## src/rtl/angle_latch_pkg.sv

```systemverilog
package angle_latch_pkg;

   localparam int HI_LANE_W = 8;

   typedef enum logic {
      SEQ_IDLE = 1'b0,
      SEQ_BUSY = 1'b1
   } seq_state_t;

endpackage

```

## src/rtl/angle_busy_seq.sv

```systemverilog
module angle_busy_seq
   import angle_latch_pkg::*;
#(
   parameter int BUSY_CYC = 20,
   parameter int LEAD_CYC = 3
) (
   input  logic clk,
   input  logic rst_n,
   input  logic step_i,
   input  logic hold_n,
   output logic busy_o,
   output logic load_o
);

   localparam int CW = $clog2(BUSY_CYC + 1);
   localparam logic [CW-1:0] LAST_CNT = CW'(BUSY_CYC - 1);
   localparam logic [CW-1:0] LOAD_CNT = CW'(LEAD_CYC - 1);

   seq_state_t     state_q;
   logic [CW-1:0]  cnt_q;
   logic           pend_q;
   logic           done_q;
   logic           hold_q;
   logic           release_w;
   logic           want_w;
   logic           start_w;
   logic           late_w;

   assign release_w = hold_n & ~hold_q;
   assign want_w    = (step_i & hold_n) | release_w;
   assign start_w   = (state_q == SEQ_IDLE) & (want_w | (pend_q & hold_n));
   assign load_o    = (state_q == SEQ_BUSY) & (cnt_q == LOAD_CNT);
   assign late_w    = (state_q == SEQ_BUSY) & done_q & want_w;
   assign busy_o    = (state_q == SEQ_BUSY);

   always_ff @(posedge clk or negedge rst_n) begin
      if (!rst_n) begin
         state_q <= SEQ_IDLE;
         cnt_q   <= '0;
         done_q  <= 1'b0;
         hold_q  <= 1'b1;
      end else begin
         hold_q <= hold_n;
         case (state_q)
            SEQ_IDLE: begin
               if (start_w) begin
                  state_q <= SEQ_BUSY;
                  cnt_q   <= '0;
                  done_q  <= 1'b0;
               end
            end
            default: begin
               cnt_q <= cnt_q + 1'b1;
               if (load_o) begin
                  done_q <= 1'b1;
               end
               if (cnt_q == LAST_CNT) begin
                  state_q <= SEQ_IDLE;
               end
            end
         endcase
      end
   end

   always_ff @(posedge clk or negedge rst_n) begin
      if (!rst_n) begin
         pend_q <= 1'b0;
      end else if (load_o) begin
         pend_q <= 1'b0;
      end else if (late_w) begin
         pend_q <= 1'b1;
      end
   end

endmodule

```

## src/rtl/angle_word_latch.sv

```systemverilog
module angle_word_latch #(
   parameter int W = 14
) (
   input  logic         clk,
   input  logic         rst_n,
   input  logic         load_i,
   input  logic [W-1:0] word_i,
   output logic [W-1:0] word_o
);

   always_ff @(posedge clk or negedge rst_n) begin
      if (!rst_n) begin
         word_o <= '0;
      end else if (load_i) begin
         word_o <= word_i;
      end
   end

endmodule

```

## src/rtl/angle_lane_drive.sv

```systemverilog
module angle_lane_drive #(
   parameter int LW = 8
) (
   input  logic          en_n,
   input  logic [LW-1:0] data_i,
   output logic [LW-1:0] data_o,
   output logic          oe_o
);

   assign oe_o = ~en_n;

   for (genvar b = 0; b < LW; b++) begin : g_bit
      assign data_o[b] = data_i[b] & ~en_n;
   end

endmodule

```

## src/rtl/angle_latch_ctrl.sv

```systemverilog
module angle_latch_ctrl
   import angle_latch_pkg::*;
#(
   parameter int RES_BITS   = 14,
   parameter int BUSY_CYC   = 20,
   parameter int LEAD_CYC   = 3,
   parameter int SETTLE_CYC = 32,
   localparam int LO_W      = RES_BITS - HI_LANE_W
) (
   input  logic                 clk,
   input  logic                 rst_n,
   input  logic [RES_BITS-1:0]  cnt_word_i,
   input  logic                 step_i,
   input  logic                 hold_n,
   input  logic                 hi_en_n,
   input  logic                 lo_en_n,
   output logic                 busy_o,
   output logic [HI_LANE_W-1:0] hi_data_o,
   output logic                 hi_oe_o,
   output logic [LO_W-1:0]      lo_data_o,
   output logic                 lo_oe_o
);

   if (!(RES_BITS == 12 || RES_BITS == 14)) begin : g_bad_res
      $error("angle_latch_ctrl: RES_BITS must be 12 or 14");
   end
   if (LEAD_CYC < 1 || LEAD_CYC >= BUSY_CYC) begin : g_bad_lead
      $error("angle_latch_ctrl: LEAD_CYC must lie in 1..BUSY_CYC-1");
   end
   if (BUSY_CYC > SETTLE_CYC) begin : g_bad_settle
      $error("angle_latch_ctrl: BUSY_CYC must fit in SETTLE_CYC");
   end

   logic                load_w;
   logic [RES_BITS-1:0] latch_q;

   angle_busy_seq #(
      .BUSY_CYC (BUSY_CYC),
      .LEAD_CYC (LEAD_CYC)
   ) u_seq (
      .clk    (clk),
      .rst_n  (rst_n),
      .step_i (step_i),
      .hold_n (hold_n),
      .busy_o (busy_o),
      .load_o (load_w)
   );

   angle_word_latch #(
      .W (RES_BITS)
   ) u_latch (
      .clk    (clk),
      .rst_n  (rst_n),
      .load_i (load_w),
      .word_i (cnt_word_i),
      .word_o (latch_q)
   );

   angle_lane_drive #(
      .LW (HI_LANE_W)
   ) u_hi_lane (
      .en_n   (hi_en_n),
      .data_i (latch_q[RES_BITS-1 -: HI_LANE_W]),
      .data_o (hi_data_o),
      .oe_o   (hi_oe_o)
   );

   angle_lane_drive #(
      .LW (LO_W)
   ) u_lo_lane (
      .en_n   (lo_en_n),
      .data_i (latch_q[LO_W-1:0]),
      .data_o (lo_data_o),
      .oe_o   (lo_oe_o)
   );

endmodule

```

## config.mk

```make
export PLATFORM = sky130hd
export DESIGN_NAME = angle_latch_ctrl
export DESIGN_NICKNAME = d
export VERILOG_FILES = /design/src/rtl/angle_latch_pkg.sv /design/src/rtl/angle_busy_seq.sv /design/src/rtl/angle_word_latch.sv /design/src/rtl/angle_lane_drive.sv /design/src/rtl/angle_latch_ctrl.sv
export SDC_FILE = /design/constraint.sdc
export NUM_CORES = 1
export LEC_CHECK = 0
export BUFFER_PORTS_ARGS = -buffer_cell sky130_fd_sc_hd__buf_2
export CAP_MARGIN = 20
export CORE_MARGIN = 2
export CORE_UTILIZATION = 48
export DETAILED_ROUTE_END_ITERATION = 12
export PLACE_DENSITY_LB_ADDON = 0.05
export SETUP_SLACK_MARGIN = 0.3
export SLEW_MARGIN = 20
export SYNTH_ARGS = -nofsm -noshare
export SYNTH_HDL_FRONTEND = slang
export SYNTH_HIERARCHICAL = 1
export SYNTH_SLANG_ARGS = --single-unit
```

## constraint.sdc

```tcl
create_clock -name clk -period 1.98 [get_ports clk]
set_input_delay 0.198 -clock clk [delete_from_list [all_inputs] [get_ports clk]]
set_output_delay 0.198 -clock clk [all_outputs]
set_load 0.005 [all_outputs]
```

Word-level counts from Yosys, hierarchy flattened --
Index checks and enable logic that the tools add are counted.
Operators by class: add/subtract/negate cells 1, eq/ne operators 3, mux-type cells 10, bitwise logic cells 27, reduce and logical (&&, ||, !) cells 3
Operator list (number):
- $and 1x1->1 | 21
- $mux 5 | 2
- $mux 1 | 8
- $add 5x1->5 const B | 1
- $eq 5x2->1 const B | 1
- $eq 5x5->1 const B | 1
- $not 1->1 | 4
- $reduce_bool 2->1 | 2
- $ne 2x2->1 const B | 1
- $or 1x1->1 | 2
- $reduce_and 2->1 | 1
Storage, ports and cells: register bits after elaboration 23, input port bits 20, output and inout port bits 17, word-level logic and storage cells 50

Longest topological paths before layout --
Gate-level depths: netlist of the first run.
depth in word-level cells 7, gate-level depth with buffers 5, mapped depth without buffers 4

Cells and area by module --
The synthesis of the first run kept the hierarchy.
By module, submodules not included:
- angle_word_latch | instances 1, cells each 29, area each 519.2 um^2, seq. area each 350.3 um^2
- angle_busy_seq | instances 1, cells each 38, area each 447.9 um^2, seq. area each 226.5 um^2
- angle_lane_drive at u_hi_lane | instances 1, cells each 9, area each 53.8 um^2, seq. area each 0.0 um^2
- angle_lane_drive at u_lo_lane | instances 1, cells each 7, area each 41.3 um^2, seq. area each 0.0 um^2

Worst setup path before layout of the first run --
Ideal clock, no wire load.
kind reg-to-reg, from reg u_seq.cnt_q[0], to reg u_latch.word_o[10], setup time 125 ps, data arrival time 1397 ps, data required time 1855 ps, setup slack 458 ps, cell stages (with the launch flop) 6, buffers on the path 1, period minus slack after synthesis 1522 ps, cells stage by stage dfrtp_1 -> inv_1 -> ha_1 -> and4b_1 -> buf_6 -> mux2_2
Between the ends: longest elaborated chain between the ends 2
RTL lines:
- from (decl) | line angle_busy_seq.sv:20 | logic [CW-1:0] cnt_q;
- from (signal assigned) | line angle_busy_seq.sv:53 | cnt_q <= cnt_q + 1'b1;
- $eq 5x2->1 | line angle_busy_seq.sv:32 | assign load_o = (state_q == SEQ_BUSY) & (cnt_q == LOAD_CNT);
- $and 1x1->1 | line angle_busy_seq.sv:32
- net load_w | line angle_latch_ctrl.sv:34 | logic load_w;
- to (signal assigned) | line angle_word_latch.sv:15 | word_o <= word_i;
- to (decl) | line angle_word_latch.sv:8 | output logic [W-1:0] word_o
The timed path passes the listed nets, and every way through them passes these cells. A chain may end at the register's enable or synchronous reset.

Worst setup path after layout of the first run --
from reg u_seq.cnt_q[0], to reg u_latch.word_o[6]
Same word-level chain as after synthesis.

==> flow_metrics.py, run 1 <==
metrics = {
    "layout": {
        "drive_gt1_frac": 0.508,
        "stdcell_area_um2": 1310,
        "seq_area_um2": 577,
        "final_nets": 147,
        "n_antenna_cell": 0,
        "fillers": 204,
        "multi_input_area_um2": 450,
        "area_growth_pct": 23.7,
    },
    "worst_setup_path": {
        "cp-start-kind": "flip-flop",
        "path_cells": "inv_1, ha_1, and4b_1, buf_4, mux2_2",
        "cp_slowest_cell": "dfrtp_1",
        "cp_top_family": "flip-flops",
        "startpoint": "u_seq/cnt_q[0]$_DFFE_PN0P_",
        "ff2ff_setup_slack_ns": 0.48,
        "slowest_delay_ns": 0.43,
        "crit_type": "flip-flop to flip-flop",
        "cp.buffers_inverters": 2,
        "cp.arrival_ns": 1.69,
        "cp-end-kind": "flip-flop",
        "worstReg2RegStart": "u_seq/cnt_q[0]$_DFFE_PN0P_",
        "crit_fanout": 16,
        "required_ns": 2.18,
    },
    "hold_path": {
        "hp-class": "primary input to flip-flop",
        "min_from": "hold_n",
    },
    "route": {
        "firstDrtPassIters": 4,
        "drt_iter0_drc": 3,
        "vias": 758,
        "routedWlPerCell_um": 11.3,
        "ant_nets": 0,
        "finalWirelength_um": 1720,
        "viasPerCell": 4.99,
        "drc_errors": 0,
    },
    "yosys": {
        "syn_area_um2": 1060,
        "syn_avg_cell_area_um2": 12.8,
        "synth.net_count": 105,
        "async_flop_share": 1.00,
        "synthTopCellsByCount": "22 x dfrtp_1, 15 x mux2_2, 14 x nor2b_1",
        "synthDistinctLibCells": 25,
        "synthFlopType": "dfrtp_1",
        "syn_inst": 83,
        "synth_area_leaders": "dfrtp_1 52%, mux2_2 16%, nor2b_1 8.2%",
        "yosysTopAreaCellShare": 0.518,
        "ys_seq_area_frac": 0.543,
        "synth_edf_count": 0,
        "yosys_warnings": 6,
        "synth.largest_area_cell": "dfrtp_1",
        "post-synth-top-count-cell": "dfrtp_1",
        "ys_seq_elements": 23,
    },
    "clock_tree": {
        "cts_tree": "built",
        "clock_path_buffers": 2,
        "clock-root-buffer": "clkbuf_4",
        "htreeDepth": 1,
        "clock_latency_ns": 0.30,
        "postCtsSetupBuffers": 0,
        "path_clk_slew_ns": 0.12,
        "cts_made_buffers": 3,
        "cts_sinks": 23,
    },
    "sta": {
        "period_needed_ns": 1.50,
        "report.final.slew_viol_count": 0,
        "tns_ns": 0,
        "slew_headroom": 0.672,
        "fmax_mhz": 669,
        "rsz0062_at_grt": "no",
        "fin_crit_sh": 0.755,
        "setup_violations": 0,
        "worstMarginPinSlew_ns": 0.493,
        "hold_viol_final": 0,
        "fin_skew_ns": 0.00302,
    },
    "floorplanning": {
        "start_util": 0.494,
        "fp-row-count": 17,
        "fp.dieH_um": 51.0,
        "dieArea_um2": 2610,
        "coreArea_um2": 2150,
        "die_x_um": 51.0,
        "ios": 37,
    },
    "place": {
        "dpl.hpwl_um": 1290,
        "gp_congestion": 0.703,
        "io_buffers": 36,
        "place_area_um2": 1280,
    },
    "global_route": {
        "grt_pass1_wl_um": 2940,
        "grt_overflow": 0,
        "antenna_found_initial": 0,
        "first_global_vias": 660,
        "grt_max_degree": 24,
        "grt_use_total": 0.154,
    },
    "power_and_ir_drop": {
        "ir_worst_vdd_mv": 0.764,
        "power_density_nw_per_um2": 1260,
        "cellLeakagePower_nw": 0.653,
    },
    "run_status": {
        "outcome": "complete, no violations",
    },
    "job": {
        "drv_cap": 0,
    },
}
[cells by family after synthesis]
group | after synthesis | synth area share
fa+ha+maj | 2 | 0.0236
mux | 15 | 0.159
compound gates | 11 | 0.0907
simple gates | 24 | 0.143
buf+inv | 7 | 0.0330
flops | 23 | 0.543
xor+xnor | 1 | 0.00825
[per-stage QoR]
step           hold slack, ns  utilization  total power, mW  worst slack (ns)  std cells
2_1_floorplan         -0.0976            -             1.27             0.458         83
3_3_place_gp            0.194        0.594             1.44             0.505        147
3_5_place_dp            0.199        0.594             1.47             0.479        147
4_1_cts                0.0169        0.612             1.68             0.461        152
5_1_grt               0.00196        0.612             1.80             0.399        152
6_report               0.0358        0.612             1.65             0.485        152
[routing by layer]
layer	share of wire	vias to the layer above	global-route usage
met3	0.067	2	0.0380
met1	0.42	361	0.172
li1	-	375	-
met2	0.51	20	0.271
met5	0	-	0
met4	0.0076	0	0.0811
[path summary, 6_finish.rpt]
path                       cells past startpoint                            end
hold / removal                                 1         u_seq/hold_q$_DFF_PN1_
min in group asynchronous                      2     u_seq/cnt_q[2]$_DFFE_PN0P_
hold reg to reg                                1  u_latch/word_o[7]$_DFFE_PN0P_
setup reg to reg                               5  u_latch/word_o[6]$_DFFE_PN0P_
setup / recovery                               5  u_latch/word_o[6]$_DFFE_PN0P_
max in group asynchronous                      2         u_seq/hold_q$_DFF_PN1_
[cell type report]
| class | instances | share of cell area |
|---|---|---|
| Clock buffer | 3 | 0.0171 |
| Timing Repair Buffer | 39 | 0.156 |
| Inverter | 5 | 0.0143 |
| Clock inverter | 1 | 0.00381 |
| Multi-Input combinational cell | 53 | 0.343 |
| Tap cell | 28 | 0.0267 |
| Sequential cell | 23 | 0.439 |
[power breakdown]
group,leakage (nW),internal [mW],switching (mW)
clock network,0.0177,0.0752,0.131
registers,0.270,0.689,0.125
logic,0.366,0.397,0.233
[placed cells by master, fill, tap and decap left out, drive strengths merged, types with 2 or more instances in the layout]
cell type,count
a41oi,2
mux2,15
nand3,3
a211o,2
clkbuf,3
a21oi,2
ha,2
buf,38
inv,5
nor2b,14
dfrtp,22
nor2,2
o21ai,2
[flip-flops by register name, summed over array words and instances (netlist names)]
name	cells
u_seq/cnt_q	5
u_seq/hold_q	1
u_seq/done_q	1
u_latch/word_o	14
u_seq/busy_o	1
u_seq/pend_q	1
[what timing repair did]
action                    in CTS  in global routing
hold buffers                   1                  0
hold endpoints to repair      22                  0
resized for setup              0                  0
Power figures use the tool's default switching activity.
==> run 2, diff against run 1 <==
ABC_AREA = 1   (was default)
CORE_UTILIZATION = 49   (was 48)
clock period = 1.5 ns   (was 1.98 ns; I/O delays follow)
==> flow_metrics.py, run 2 <==
metrics = {
    "clock_tree": {
        "cts_made_buffers": 3,
        "cts_tree": "built",
        "htreeDepth": 1,
        "clock_latency_ns": 0.30,
        "cts_sinks": 23,
        "clock-root-buffer": "clkbuf_4",
        "path_clk_slew_ns": 0.12,
        "clock_path_buffers": 2,
    },
    "layout": {
        "drive_gt1_frac": 0.295,
        "stdcell_area_um2": 1450,
        "mostFrequentLayoutCells": "60 x nand2_1, 36 x buf_2, 22 x inv_1, 19 x nor2_1, 19 x dfrtp_1",
        "multi_input_area_um2": 440,
        "area_growth_pct": 30.1,
        "largest_register": "u_latch/word_o",
        "layout.cells.non_filler": 218,
        "layout_commonest_cell": "nand2_1",
        "largest_reg_flops": 14,
        "n_antenna_cell": 0,
        "utilization": 0.667,
        "fillers": 206,
        "largestRegisters": "u_latch/word_o (14), u_seq/cnt_q (5)",
        "seq_area_um2": 581,
        "final_nets": 213,
    },
    "yosys": {
        "synthAdderAreaFrac": 0.0225,
        "synth_mux_area_frac": 0,
        "synth_top_family_by_area": "simple AND/OR/NAND/NOR gates",
        "syn_area_um2": 1110,
        "synth.net_count": 169,
        "async_flop_share": 1.00,
        "yosysTopAreaCellShare": 0.495,
        "post-synth-top-count-cell": "nand2_1",
        "ys_seq_area_frac": 0.519,
        "ys_seq_elements": 23,
        "synth.largest_area_cell": "dfrtp_1",
        "yosys_warnings": 6,
        "syn_inst": 147,
        "syn_avg_cell_area_um2": 7.57,
        "synth_edf_count": 0,
        "synth-simple-area-share": 0.336,
        "synthXorXnorAreaFrac": 0.00787,
        "synthTopCellsByCount": "60 x nand2_1, 24 x inv_1, 22 x dfrtp_1",
        "synth_area_leaders": "dfrtp_1 49%, nand2_1 20%, inv_1 8.1%",
        "synth_compound_area_frac": 0,
        "synthDistinctLibCells": 15,
        "synthFlopType": "dfrtp_1",
    },
    "route": {
        "viasPerCell": 4.56,
        "firstDrtPassIters": 5,
        "finalWirelength_um": 2320,
        "drc_errors": 0,
        "drt_iter0_drc": 19,
        "routedWlPerCell_um": 10.6,
        "vias": 994,
        "ant_nets": 0,
    },
    "worst_setup_path": {
        "cp.arrival_ns": 1.41,
        "crit_fanout": 7,
        "ff2ff_setup_slack_ns": 0.34,
        "crit_type": "flip-flop to flip-flop",
        "required_ns": 1.75,
        "cp-start-kind": "flip-flop",
        "startpoint": "u_seq/cnt_q[4]$_DFFE_PN0P_",
        "worstReg2RegStart": "u_seq/cnt_q[4]$_DFFE_PN0P_",
        "cp-end-kind": "flip-flop",
        "rr_endpoint": "u_latch/word_o[4]$_DFFE_PN0P_",
        "crit_path_end": "u_latch/word_o[4]$_DFFE_PN0P_",
        "worst_r2r_path_depth": 6,
    },
    "floorplanning": {
        "dieArea_um2": 2670,
        "start_util": 0.513,
        "fp-row-count": 17,
        "die_x_um": 51.6,
        "coreArea_um2": 2170,
        "fp.dieH_um": 51.6,
        "ios": 37,
    },
    "power_and_ir_drop": {
        "p_clk_frac": 0.110,
        "switchingPower_mw": 1.04,
        "cellLeakagePower_nw": 0.856,
        "ir_worst_vdd_mv": 1.28,
        "power_density_nw_per_um2": 1790,
        "p_total_mw": 2.59,
        "p_seq_frac": 0.445,
        "swShare": 0.402,
        "power.internal_mw": 1.55,
        "power_frac_comb": 0.445,
    },
    "global_route": {
        "grt_pass1_wl_um": 3790,
        "first_global_vias": 906,
        "grt_overflow": 0,
        "grt_use_total": 0.194,
        "antenna_found_initial": 0,
        "grt_max_degree": 24,
    },
    "sta": {
        "fin_hold_ws_ns": 0.0366,
        "fin_crit_sh": 0.772,
        "fin_skew_ns": 0.00239,
        "report.final.slew_viol_count": 0,
        "slew_headroom": 0.660,
        "fmax_mhz": 864,
        "period_needed_ns": 1.16,
        "setup_violations": 0,
        "worstMarginPinSlew_ns": 0.510,
        "hold_viol_final": 0,
        "tns_ns": 0,
        "rsz0062_at_grt": "no",
        "layout_setup_ws_ns": 0.343,
    },
    "place": {
        "place_area_um2": 1310,
        "io_buffers": 36,
        "placed_cells": 209,
        "gp_congestion": 0.769,
        "dpl.hpwl_um": 1610,
        "place_ws_ns": 0.267,
    },
    "job": {
        "drv_cap": 0,
    },
    "hold_path": {
        "hp-class": "primary input to flip-flop",
    },
    "run_status": {
        "outcome": "complete, no violations",
    },
}
==> run 2: metal layers <==
layer	up-vias	GRT usage	wire, um
li1	513	-	-
met1	451	0.244	1050
met2	28	0.327	1130
met3	2	0.0374	114
met4	0	0.0789	17
met5	-	0	0
==> run 2: kinds of logic after synthesis <==
family,count (synthesis)
DFF,23
buffers and inverters,29
xor gates and xnor gates,1
adders and majority gates,2
and+or+nand+nor,92
==> run 2: final cells by class <==
| class | count | share of cell area |
|---|---|---|
| well taps | 28 | 0.0242 |
| multi-input cells | 95 | 0.304 |
| flip-flops and latches | 23 | 0.401 |
| clock buffers | 4 | 0.0182 |
| inverters | 26 | 0.0761 |
| repair buffers | 42 | 0.176 |
==> run 2: power by group through the flow <==
| stage | Combinational (mW) | Sequential, mW | Clock [mW] |
|---|---|---|---|
| after CTS | 0.992 | 1.13 | 0.299 |
| after global routing | 1.34 | 1.19 | 0.317 |
| after global placement | 0.926 | 1.11 | 0 |
| final | 1.15 | 1.15 | 0.286 |
| after floorplan | 0.712 | 1.08 | 0 |
| after detailed placement | 0.961 | 1.13 | 0 |
==> run 2: critical path, cell delays in order, from the launching register on <==
cell and delay, ns:
dfrtp_1 0.48, nor2_4 0.16, nand3_4 0.11, inv_6 0.10
clkbuf_16 0.14, nand2_1 0.04, nand2_1 0.06
==> run 2: worst min-delay path by stage <==
stage / start / end / slack, ns / depth (start not counted)
2_1_floorplan: rst_n / u_latch/word_o[0]$_DFFE_PN0P_ / -0.15 / 0
3_3_place_gp: rst_n / u_seq/pend_q$_DFFE_PN0P_ / 0.15 / 1
3_5_place_dp: rst_n / u_seq/pend_q$_DFFE_PN0P_ / 0.16 / 1
4_1_cts: cnt_word_i[8] / u_latch/word_o[8]$_DFFE_PN0P_ / 0.02 / 3
5_1_grt: cnt_word_i[11] / u_latch/word_o[11]$_DFFE_PN0P_ / 0.03 / 3
6_report: cnt_word_i[8] / u_latch/word_o[8]$_DFFE_PN0P_ / 0.04 / 3
==> run 2: repair_timing <==
action / CTS / global route
gates resized for setup: 5 / 12
setup buffers: 0 / 2
endpoints found under the hold margin: 23 / 0
pin swaps: 0 / 1
gates cloned: 0 / 1
hold buffers: 2 / 0
endpoints found under the setup margin: 14 / 14
